## src/rtl/bitx_pkg.sv

```systemverilog
// Shared opcode encoding for the bit manipulation unit.
// Assumes a 4-bit opcode; the single-bit group must occupy codes 0..3
// because its low two bits select the modify action.
package bitx_pkg;
    typedef enum logic [3:0] {
        OP_BTEST = 4'd0,
        OP_BSET  = 4'd1,
        OP_BCLR  = 4'd2,
        OP_BINV  = 4'd3,
        OP_SCANL = 4'd4,
        OP_SCANH = 4'd5,
        OP_SEXT  = 4'd6,
        OP_ZEXT  = 4'd7,
        OP_HFILL = 4'd8,
        OP_WFILL = 4'd9,
        OP_FSHL  = 4'd10,
        OP_FSHR  = 4'd11
    } bitx_op_e;
endpackage

```

## src/rtl/bitx_bitop.sv

```systemverilog
// Single-bit test and modify.
// Reports the addressed bit and returns the operand with that bit kept,
// set, cleared or inverted, as chosen by act (0 keep, 1 set, 2 clear, 3 invert).
// Assumes the index is already reduced to the operand width.
module bitx_bitop #(
    parameter int W  = 32,
    parameter int IW = $clog2(W)
) (
    input  logic [1:0]    act,
    input  logic [W-1:0]  val,
    input  logic [IW-1:0] idx,
    output logic [W-1:0]  res,
    output logic          bit_old
);
    logic [W-1:0] mask;

    // Decode the index into a one-hot mask and apply the chosen action.
    always_comb begin
        mask    = {{(W-1){1'b0}}, 1'b1} << idx;
        bit_old = val[idx];
        case (act)
            2'd1:    res = val | mask;
            2'd2:    res = val & ~mask;
            2'd3:    res = val ^ mask;
            default: res = val;
        endcase
    end
endmodule

```

## src/rtl/bitx_scan.sv

```systemverilog
// Set-bit scanner. REVERSE = 0 returns the lowest set bit index,
// REVERSE = 1 the highest. 'none' flags an all-zero input, in which case
// idx is zero and meaningless.
module bitx_scan #(
    parameter int W       = 32,
    parameter int IW      = $clog2(W),
    parameter bit REVERSE = 1'b0
) (
    input  logic [W-1:0]  val,
    output logic [IW-1:0] idx,
    output logic          none
);
    assign none = (val == '0);

    generate
        if (REVERSE) begin : g_high
            // Walk upward so the last hit is the highest set bit.
            always_comb begin
                idx = '0;
                for (int i = 0; i < W; i++)
                    if (val[i]) idx = IW'(i);
            end
        end else begin : g_low
            // Walk downward so the last hit is the lowest set bit.
            always_comb begin
                idx = '0;
                for (int i = W - 1; i >= 0; i--)
                    if (val[i]) idx = IW'(i);
            end
        end
    endgenerate
endmodule

```

## src/rtl/bitx_extend.sv

```systemverilog
// Widening operations: sign or zero extension of a byte or halfword,
// halfword sign fill, and word sign fill into a second result.
// Assumes W >= 16; for opcodes outside this group the operand passes through.
module bitx_extend #(
    parameter int W = 32
) (
    input  bitx_pkg::bitx_op_e op,
    input  logic               size,
    input  logic [W-1:0]       opnd,
    output logic [W-1:0]       res,
    output logic [W-1:0]       hi
);
    import bitx_pkg::*;

    logic [W-1:0] lo_sext, lo_zext;

    // Build both extensions of the selected low field.
    always_comb begin
        if (size) begin
            lo_sext = {{(W-16){opnd[15]}}, opnd[15:0]};
            lo_zext = {{(W-16){1'b0}},     opnd[15:0]};
        end else begin
            lo_sext = {{(W-8){opnd[7]}}, opnd[7:0]};
            lo_zext = {{(W-8){1'b0}},    opnd[7:0]};
        end
    end

    // Pick the result for the requested widening operation.
    always_comb begin
        res = opnd;
        hi  = '0;
        case (op)
            OP_SEXT:  res = lo_sext;
            OP_ZEXT:  res = lo_zext;
            OP_HFILL: res = {{(W-16){opnd[15]}}, opnd[15:0]};
            OP_WFILL: hi  = {W{opnd[W-1]}};
            default:  ;
        endcase
    end
endmodule

```

## src/rtl/bitx_dshift.sv

```systemverilog
// Funnel shift of dst by cnt, pulling fill bits from src, left or right.
// Also returns the last bit shifted out of dst. Assumes W is a power of two.
// For cnt == 0 the result is dst and the carry output is 0 (caller ignores it).
module bitx_dshift #(
    parameter int W  = 32,
    parameter int IW = $clog2(W)
) (
    input  logic          left,
    input  logic [W-1:0]  dst,
    input  logic [W-1:0]  src,
    input  logic [IW-1:0] cnt,
    output logic [W-1:0]  res,
    output logic          cout
);
    logic [IW-1:0] rev;     // W - cnt, modulo W
    logic          nz;

    // Combine the shifted destination with the opposite end of the source.
    always_comb begin
        rev = IW'(W) - cnt;
        nz  = (cnt != '0);
        if (left) begin
            res  = (dst << cnt) | (nz ? (src >> rev) : '0);
            cout = nz ? dst[rev] : 1'b0;
        end else begin
            res  = (dst >> cnt) | (nz ? (src << rev) : '0);
            cout = nz ? dst[cnt - IW'(1)] : 1'b0;
        end
    end
endmodule

```

## src/rtl/bitx_unit.sv

```systemverilog
// Single-cycle bit manipulation execution unit.
// Decodes the opcode, selects one sub-unit result, updates the flags, and
// registers everything one clock after in_valid. Assumes the inputs stay
// stable through the cycle in which in_valid is high.
module bitx_unit #(
    parameter int W  = 32,
    parameter int IW = $clog2(W)
) (
    input  logic          clk,
    input  logic          rst_n,
    input  logic          in_valid,
    input  logic [3:0]    in_op,
    input  logic          in_size,
    input  logic [W-1:0]  in_dst,
    input  logic [W-1:0]  in_src,
    input  logic [IW-1:0] in_cnt,
    input  logic          cf_in,
    input  logic          zf_in,
    output logic          out_valid,
    output logic [W-1:0]  res,
    output logic [W-1:0]  res_hi,
    output logic          cf,
    output logic          zf
);
    import bitx_pkg::*;

    bitx_op_e     op;
    logic [W-1:0] bit_res, ext_res, ext_hi, sh_res, ext_opnd;
    logic         bit_old, sh_cout;
    logic [IW-1:0] lo_idx, hi_idx;
    logic          lo_none, hi_none;
    logic [W-1:0] n_res, n_hi;
    logic         n_cf, n_zf;

    assign op       = bitx_op_e'(in_op);
    assign ext_opnd = (op == OP_HFILL || op == OP_WFILL) ? in_dst : in_src;

    bitx_bitop #(.W(W), .IW(IW)) u_bitop (
        .act(in_op[1:0]), .val(in_dst), .idx(in_cnt),
        .res(bit_res), .bit_old(bit_old));

    bitx_scan #(.W(W), .IW(IW), .REVERSE(1'b0)) u_scan_lo (
        .val(in_src), .idx(lo_idx), .none(lo_none));

    bitx_scan #(.W(W), .IW(IW), .REVERSE(1'b1)) u_scan_hi (
        .val(in_src), .idx(hi_idx), .none(hi_none));

    bitx_extend #(.W(W)) u_extend (
        .op(op), .size(in_size), .opnd(ext_opnd),
        .res(ext_res), .hi(ext_hi));

    bitx_dshift #(.W(W), .IW(IW)) u_dshift (
        .left(op == OP_FSHL), .dst(in_dst), .src(in_src), .cnt(in_cnt),
        .res(sh_res), .cout(sh_cout));

    // Select the result and the flag updates for the current opcode.
    always_comb begin
        n_res = in_dst;
        n_hi  = '0;
        n_cf  = cf_in;
        n_zf  = zf_in;
        case (op)
            OP_BTEST, OP_BSET, OP_BCLR, OP_BINV: begin
                n_res = bit_res;
                n_cf  = bit_old;
            end
            OP_SCANL: begin
                n_zf = lo_none;
                if (!lo_none) n_res = {{(W-IW){1'b0}}, lo_idx};
            end
            OP_SCANH: begin
                n_zf = hi_none;
                if (!hi_none) n_res = {{(W-IW){1'b0}}, hi_idx};
            end
            OP_SEXT, OP_ZEXT, OP_HFILL, OP_WFILL: begin
                n_res = ext_res;
                n_hi  = ext_hi;
            end
            OP_FSHL, OP_FSHR: begin
                if (in_cnt != '0) begin
                    n_res = sh_res;
                    n_cf  = sh_cout;
                    n_zf  = (sh_res == '0);
                end
            end
            default: ;
        endcase
    end

    // Register the outputs; synchronous active-low reset clears them.
    always_ff @(posedge clk) begin
        if (!rst_n) begin
            out_valid <= 1'b0;
            res       <= '0;
            res_hi    <= '0;
            cf        <= 1'b0;
            zf        <= 1'b0;
        end else begin
            out_valid <= in_valid;
            if (in_valid) begin
                res    <= n_res;
                res_hi <= n_hi;
                cf     <= n_cf;
                zf     <= n_zf;
            end
        end
    end

    AST_TEST_KEEPS_OPERAND: assert property (@(posedge clk) disable iff (!rst_n)
        out_valid && $past(in_op) == OP_BTEST |-> res == $past(in_dst) && cf == $past(in_dst[in_cnt]));

    AST_EMPTY_SCAN: assert property (@(posedge clk) disable iff (!rst_n)
        out_valid && ($past(in_op) == OP_SCANL || $past(in_op) == OP_SCANH) && $past(in_src) == '0
        |-> zf && res == $past(in_dst));

    AST_WFILL_UNIFORM: assert property (@(posedge clk) disable iff (!rst_n)
        out_valid && $past(in_op) == OP_WFILL |-> ($countones(res_hi) == 0 || $countones(res_hi) == W));

    AST_ZERO_COUNT_HOLDS: assert property (@(posedge clk) disable iff (!rst_n)
        out_valid && ($past(in_op) == OP_FSHL || $past(in_op) == OP_FSHR) && $past(in_cnt) == '0
        |-> res == $past(in_dst) && cf == $past(cf_in) && zf == $past(zf_in));

    AST_HI_QUIET: assert property (@(posedge clk) disable iff (!rst_n)
        out_valid && $past(in_op) != OP_WFILL |-> res_hi == '0);
endmodule

```

## config.mk

```make
export PLATFORM = sky130hd
export DESIGN_NAME = bitx_unit
export DESIGN_NICKNAME = d
export VERILOG_FILES = /design/src/rtl/bitx_pkg.sv /design/src/rtl/bitx_bitop.sv /design/src/rtl/bitx_scan.sv /design/src/rtl/bitx_extend.sv /design/src/rtl/bitx_dshift.sv /design/src/rtl/bitx_unit.sv
export SDC_FILE = /design/constraint.sdc
export NUM_CORES = 1
export LEC_CHECK = 0
export BUFFER_PORTS_ARGS = -buffer_cell sky130_fd_sc_hd__buf_2
export CAP_MARGIN = 20
export CORE_MARGIN = 4
export CORE_UTILIZATION = 30
export CTS_CLUSTER_SIZE = 10
export DETAILED_ROUTE_END_ITERATION = 10
export GPL_TIMING_DRIVEN = 0
export PLACE_DENSITY = 0.49
export SYNTH_ARGS = -nofsm -noshare
export SYNTH_HDL_FRONTEND = slang
export SYNTH_SLANG_ARGS = --single-unit
export TNS_END_PERCENT = 10
```

## constraint.sdc

```tcl
create_clock -name clk -period 6.2 [get_ports clk]
set_input_delay 0.31 -clock clk [delete_from_list [all_inputs] [get_ports clk]]
set_output_delay 0.31 -clock clk [all_outputs]
set_load 0.005 [all_outputs]
```

# After elaboration in Yosys (flattened, before gate mapping)

Index checks and enable logic that the tools add are counted.
Widths: inputs -> output; s select.

Register bits: 67
Bits in latches: 0
Bits in writable memories: 0
ROM bits: 0
Memories: 0

Add/subtract/negate cells: 2
Multipliers: 0
Div/mod/pow operators: 0
$lt $le $gt $ge: 3
Equality and inequality tests: 14
Shift-type cells: 5
Mux-type cells: 88
Bitwise logic cells: 6
Reduce and logical (&&, ||, !) cells: 9

Operator list:

| operator             | count |
|---|---|
| $mux 32              | 10 |
| $mux 5               | 48 |
| $pmux 32 s3          | 2 |
| $pmux 32 s5          | 1 |
| $or 32x32->32        | 3 |
| $logic_not 32->1     | 2 |
| $shl 32x5->32        | 2 |
| $shr 32x5->32        | 2 |
| $and 32x32->32       | 1 |
| $mux 4               | 8 |
| $not 32->32          | 1 |
| $shl 1x5->32 const A | 1 |
| $xor 32x32->32       | 1 |
| $lt 5x6->1 const B   | 3 |
| $eq 4x3->1 const B   | 4 |
| $eq 4x4->1 const B   | 4 |
| $mux 16              | 1 |
| $bmux 1 s5           | 3 |
| $mux 3               | 4 |
| $eq 4x2->1 const B   | 2 |
| $reduce_or 4->1      | 2 |
| $mux 1               | 7 |
| $reduce_bool 5->1    | 1 |
| $sub 1x5->5 const A  | 1 |
| 9 further kinds      | 13 |

# Depth between registers and ports, before layout

Word-level depth: 34
Gate-level depth with buffers: 20

# Hierarchy

From an unflattened synthesis, not the netlist that was laid out.

Cells, all modules: 1,943
Area, all modules: 16,280.6 um^2

Modules (own cells, without submodules):

| module                 | times used | cells each | area each (um^2) | sequential area each (um^2) |
|---|---|---|---|---|
| bitx_dshift            | 1          | 976        | 8,355.5          | 0.0 |
| bitx_unit              | 1          | 512        | 4,245.3          | 1,341.3 |
| bitx_bitop             | 1          | 238        | 2,321.0          | 0.0 |
| bitx_extend            | 1          | 87         | 639.4            | 0.0 |
| bitx_scan at u_scan_lo | 1          | 65         | 385.4            | 0.0 |
| bitx_scan at u_scan_hi | 1          | 65         | 334.1            | 0.0 |

# Worst setup path before layout

No wires, ideal clock.

Path kind: input port to flip-flop
Start: input port in_cnt[0]
End: register cf
Setup time: 0.074 ns
Data arrival time: 4.422 ns
Required time: 6.126 ns
Setup slack: 1.704 ns
Cell stages on the path: 19
Cell sequence: buf_6 -> buf_4 -> inv_2 -> buf_2 -> buf_1 -> ha_1 -> buf_2 -> buf_4 -> buf_2 -> buf_2 -> buf_4 -> buf_1 -> mux4_2 -> mux4_2 -> o211ai_1 -> o21ai_0 -> o21ai_0 -> nand2_1 -> a31oi_1

Cells in the longest elaborated chain, start to end: 6

RTL lines:

| what                                       | RTL line                             | source |
|---|---|---|
| start: declaration                         | bitx_unit.sv:16                      | `input logic [IW-1:0] in_cnt,` |
| $sub 5x1->5 or $sub 1x5->5 (tied branches) | bitx_dshift.sv:27, bitx_dshift.sv:20 |  |
| $bmux 1 s5 (on tied branches)              | bitx_dshift.sv:27, bitx_dshift.sv:24 |  |
| $mux 1 (on tied branches)                  | bitx_dshift.sv:27, bitx_dshift.sv:24 |  |
| $mux 1                                     | bitx_dshift.sv:22                    | `if (left) begin` |
| $mux 1                                     | bitx_unit.sv:80                      | `if (in_cnt != '0) begin` |
| $pmux 1 s2 (*)                             | bitx_unit.sv:62                      | `case (op)` |
| end signal: assignment                     | bitx_unit.sv:103                     | `cf <= n_cf;` |
| end: declaration                           | bitx_unit.sv:22                      | `output logic cf,` |

Every way passes the cells marked *; elsewhere a longest branch is shown, timed or not. The select of a mux whose other input is x is not followed.
A chain may end at the register's enable or synchronous reset.

# Final worst setup path

Start: input port in_cnt[0]
End: register zf

Cells in the longest elaborated chain, start to end: 8

RTL lines:

| what                                           | RTL line                             | source |
|---|---|---|
| $sub 1x5->5                                    | bitx_dshift.sv:20                    | `rev = IW'(W) - cnt;` |
| $shl 32x5->32 or $shr 32x5->32 (tied branches) | bitx_dshift.sv:26, bitx_dshift.sv:23 |  |
| $mux 32 (on tied branches)                     | bitx_dshift.sv:26, bitx_dshift.sv:23 |  |
| $or 32x32->32 (on tied branches)               | bitx_dshift.sv:26, bitx_dshift.sv:23 |  |
| $mux 32                                        | bitx_dshift.sv:22                    |  |
| $logic_not 32->1                               | bitx_unit.sv:83                      | `n_zf = (sh_res == '0);` |
| $mux 1 (*)                                     | bitx_unit.sv:80                      |  |
| $pmux 1 s2 (*)                                 | bitx_unit.sv:62                      |  |
| end signal: assignment                         | bitx_unit.sv:104                     | `zf <= n_zf;` |
| end: declaration                               | bitx_unit.sv:23                      | `output logic zf` |

Every way passes the cells marked *; elsewhere a longest branch is shown, timed or not.

==> metrics.txt <==
final worst setup slack=-143.7 ps; post-CTS setup repair buffer count=0; clock network latency to the later pin of the worst-skew pair=290 ps; data arrival time of the critical path=~6600 ps; Synth Cell Area=roughly 14000 sq um; DRC=0; WL final=94.88 mm; GRT Overall Usage=a little over a third; critical-path maximum fanout=10; CTS Hold Buffers Added=0; Most Frequent Cell on Critical Path=sky130_fd_sc_hd__buf_4; die footprint=49160 sq um; clock tree buffer depth=2; CTS Sinks=36; post-route standard cell area excluding fillers=15420 sq um; RSZ-0062 raised after global routing=yes; fraction of the yosys area taken by sequential cells=5.259%; via count of the first global-routing pass=~16000; area share of the leading cell type in the synthesized netlist=21.69%; signed area change from the synthesized netlist to the final layout=12.51%; share of the cycle needed by the critical path after routing=102.3%; number of detailed-route iterations in the first pass=6; Max Fclk=around 160 MHz; Net Count, Synth=around 1900; main area contributors after synthesis=sky130_fd_sc_hd__mux4_2 22%, sky130_fd_sc_hd__mux2i_1 8.8%, sky130_fd_sc_hd__ha_1 6.5%, sky130_fd_sc_hd__mux2_2 5.4%, sky130_fd_sc_hd__dfxtp_1 5.3%; number of nets in the layout=between 2000 and 2500; dpl cell area=approximately 15000 sq um; Slew Limit Fails=0; buffers added on ports=135; kind of end point of the critical path=flip-flop; number of enable-type register cells in the synthesized netlist=0; wire length of the first global-routing pass=about 130 mm; Slew headroom=about 14%; launching element type of the critical path=primary input; number of distinct library cells after synthesis=84; antenna violations before repair=2; required time worst endpoint=~6400 ps; proportion of register bits with asynchronous set or reset after synthesis=0%; Routed Antenna Nets=0; kind of cell adding the most delay to the critical path=buffers and inverters; placer's final routability congestion estimate=around 1.0; total grt overflow=0; result of the run=complete, but fails checks; clock buffer count from CTS=5; failing checks=setup timing; number of max-cap violations=0; Crit-path slowest cell=sky130_fd_sc_hd__buf_1; worst-case clock skew=0 ps; kind of critical path=primary input to flip-flop; stage delay of the slowest cell on the critical path=~760 ps; kind of path behind the tightest hold check=primary input to flip-flop; library cell used as clock root buffer=sky130_fd_sc_hd__clkbuf_16; total power=around 2200 uW; number of DRC markers after the initial detailed-route iteration=2263; final-layout setup total negative slack=-143.7 ps; number of buffer and inverter stages on the critical path=11; biggest area consumer among synthesized cells=sky130_fd_sc_hd__mux4_2; critical path cell sequence=buf_2 -> buf_6 -> buf_4 -> inv_2 -> buf_4 -> buf_2 -> buf_8 -> ha_1 -> ha_1 -> buf_4 -> clkbuf_1 -> buf_1 -> buf_1 -> a21oi_1 -> o221ai_1 -> nand2_1 -> nor4_2 -> a31o_1; number of flip-flops and latches in the synthesized netlist=36; Final Core Density=between 30% and 40%; pin count of the biggest net entering global routing=34; Vias=between 15000 and 20000; floorplan die width=around 220 um; Via density=about 7; row cnt=78; overall die height=between 200 and 250 um; Top-Level Pins=about 150; Fin Hold WS=around 360 ps; min Tclk post-route=between 6000 and 7000 ps; final hold violation count=0; post-detailed-route wirelength per cell=about 39 um; TritonCTS clock tree=yes; largest voltage drop on the vdd net=about 0.096 mV; detailed placement HPWL=76.98 mm; final setup vio count=1; core area=roughly 45000 sq um; Mean Syn Cell Area=about 8.0 sq um; worst-margin pin slew=approximately 1300 ps; power density over cell area=approximately 140 nW/um^2; instance count of the mapped netlist=about 1700; total of warnings raised by yosys=0; fill cell count=slightly below 5000; Clock transition at path regs=~60 ps; top_reg_cell synth=sky130_fd_sc_hd__dfxtp_1; starting density of the core=30.26%; ratio of cells with drive above 1 in the final layout=25.23%; leakage=0.006036 uW; maximum level of the CTS H-tree=2
[placed cells by master, fill, tap and decap left out, drive strengths merged, types with 28 or more instances in the layout]
cell type,instances
a21oi,102
a221oi,28
buf,236
clkbuf,139
dfxtp,36
ha,71
inv,74
mux2,67
mux2i,120
mux4,132
nand2,142
nand3,43
nor2,108
nor3,28
o21ai,145
o22ai,32
[state kept, by name, indices dropped and copies added, names as in the netlist]
signal and flops:
cf 1, out_valid 1, res 32, res_hi 1
zf 1
[through the flow]
| stage | setup WS (ps) | instances |
|---|---|---|
| after detailed placement | -1028 | 2453 |
| final | -143.7 | 2461 |
| after global routing | -61.17 | 2459 |
| after CTS | 13.81 | 2459 |
| after global placement | -1907 | 2449 |
| after floorplan | 1704 | 1714 |
[power breakdown]
part / switching [uW] / leakage, uW / total (uW) / internal [uW]
Combinational: 1100 / 0.00566 / 1640 / 546
Sequential: 9.07 / 0.000296 / 258 / 249
Clock: 108 / 0.0000798 / 297 / 189
Total: 1220 / 0.00604 / 2200 / 984
[repair_timing]
item / 4_1_cts / 5_1_grt
resized for setup: 11 / 14
pin swaps: 0 / 0
endpoints found under the setup margin: 15 / 6
cloned: 0 / 0
[cells in the mapped netlist, types with 28 or more instances]
| cell type | count |
|---|---|
| sky130_fd_sc_hd__a21oi_1 | 102 |
| sky130_fd_sc_hd__buf_4 | 47 |
| sky130_fd_sc_hd__clkbuf_1 | 131 |
| sky130_fd_sc_hd__dfxtp_1 | 36 |
| sky130_fd_sc_hd__ha_1 | 71 |
| sky130_fd_sc_hd__inv_1 | 71 |
| sky130_fd_sc_hd__mux2_2 | 66 |
| sky130_fd_sc_hd__mux2i_1 | 120 |
| sky130_fd_sc_hd__mux4_2 | 132 |
| sky130_fd_sc_hd__nand2_1 | 141 |
| sky130_fd_sc_hd__nand3_1 | 43 |
| sky130_fd_sc_hd__nor2_1 | 107 |
| sky130_fd_sc_hd__nor3_1 | 28 |
| sky130_fd_sc_hd__o21ai_0 | 139 |
| sky130_fd_sc_hd__o22ai_1 | 32 |
[worst min-delay path: stages]
cell and delay (ps):
sky130_fd_sc_hd__buf_2 90, sky130_fd_sc_hd__a31oi_1 60, sky130_fd_sc_hd__a31oi_1 150
[path summary, 6_finish.rpt]
path | start | to | slack, ps | cells after the start
hold reg to reg | res[31] | res[31] | 470 | 2
setup / recovery | in_cnt[0] | zf | -140 | 18
hold / removal | cf_in | cf | 360 | 3
setup reg to reg | zf | zf | 4500 | 6
[layer usage]
| layer | global-route usage [%] | part of all wire [%] | up-vias |
|---|---|---|---|
| li1 | - | - | 6871 |
| met2 | 53.50 | 41 | 1320 |
| met5 | 0 | 0 | - |
| met4 | 17.41 | 6.3 | 0 |
| met3 | 9.281 | 11 | 264 |
| met1 | 50.41 | 41 | 8560 |
[final cells by class]
| type | instances | area [sq um] | area share [%] |
|---|---|---|---|
| antenna | 2 | 5.005 | 0.03246 |
| clock buffer | 5 | 125.1 | 0.8115 |
| timing repair buffer | 139 | 714.4 | 4.634 |
| inverter | 75 | 281.5 | 1.826 |
| buffer | 231 | 1167 | 7.571 |
| clock inverter | 3 | 42.54 | 0.2759 |
| tap | 600 | 750.7 | 4.869 |
| multi-input combinational | 1370 | 11610 | 75.31 |
| sequential | 36 | 720.7 | 4.674 |
[cells by family after synthesis]
| family | after synthesis | synth area share, % |
|---|---|---|
| fa+ha+maj | 71 | 6.482 |
| compound gates | 541 | 26.31 |
| mux | 319 | 35.96 |
| flops | 36 | 5.259 |
| simple gates | 438 | 15.40 |
| xor+xnor | 1 | 0.06392 |
| buf+inv | 308 | 10.52 |
(Power assumes the default switching activity.)
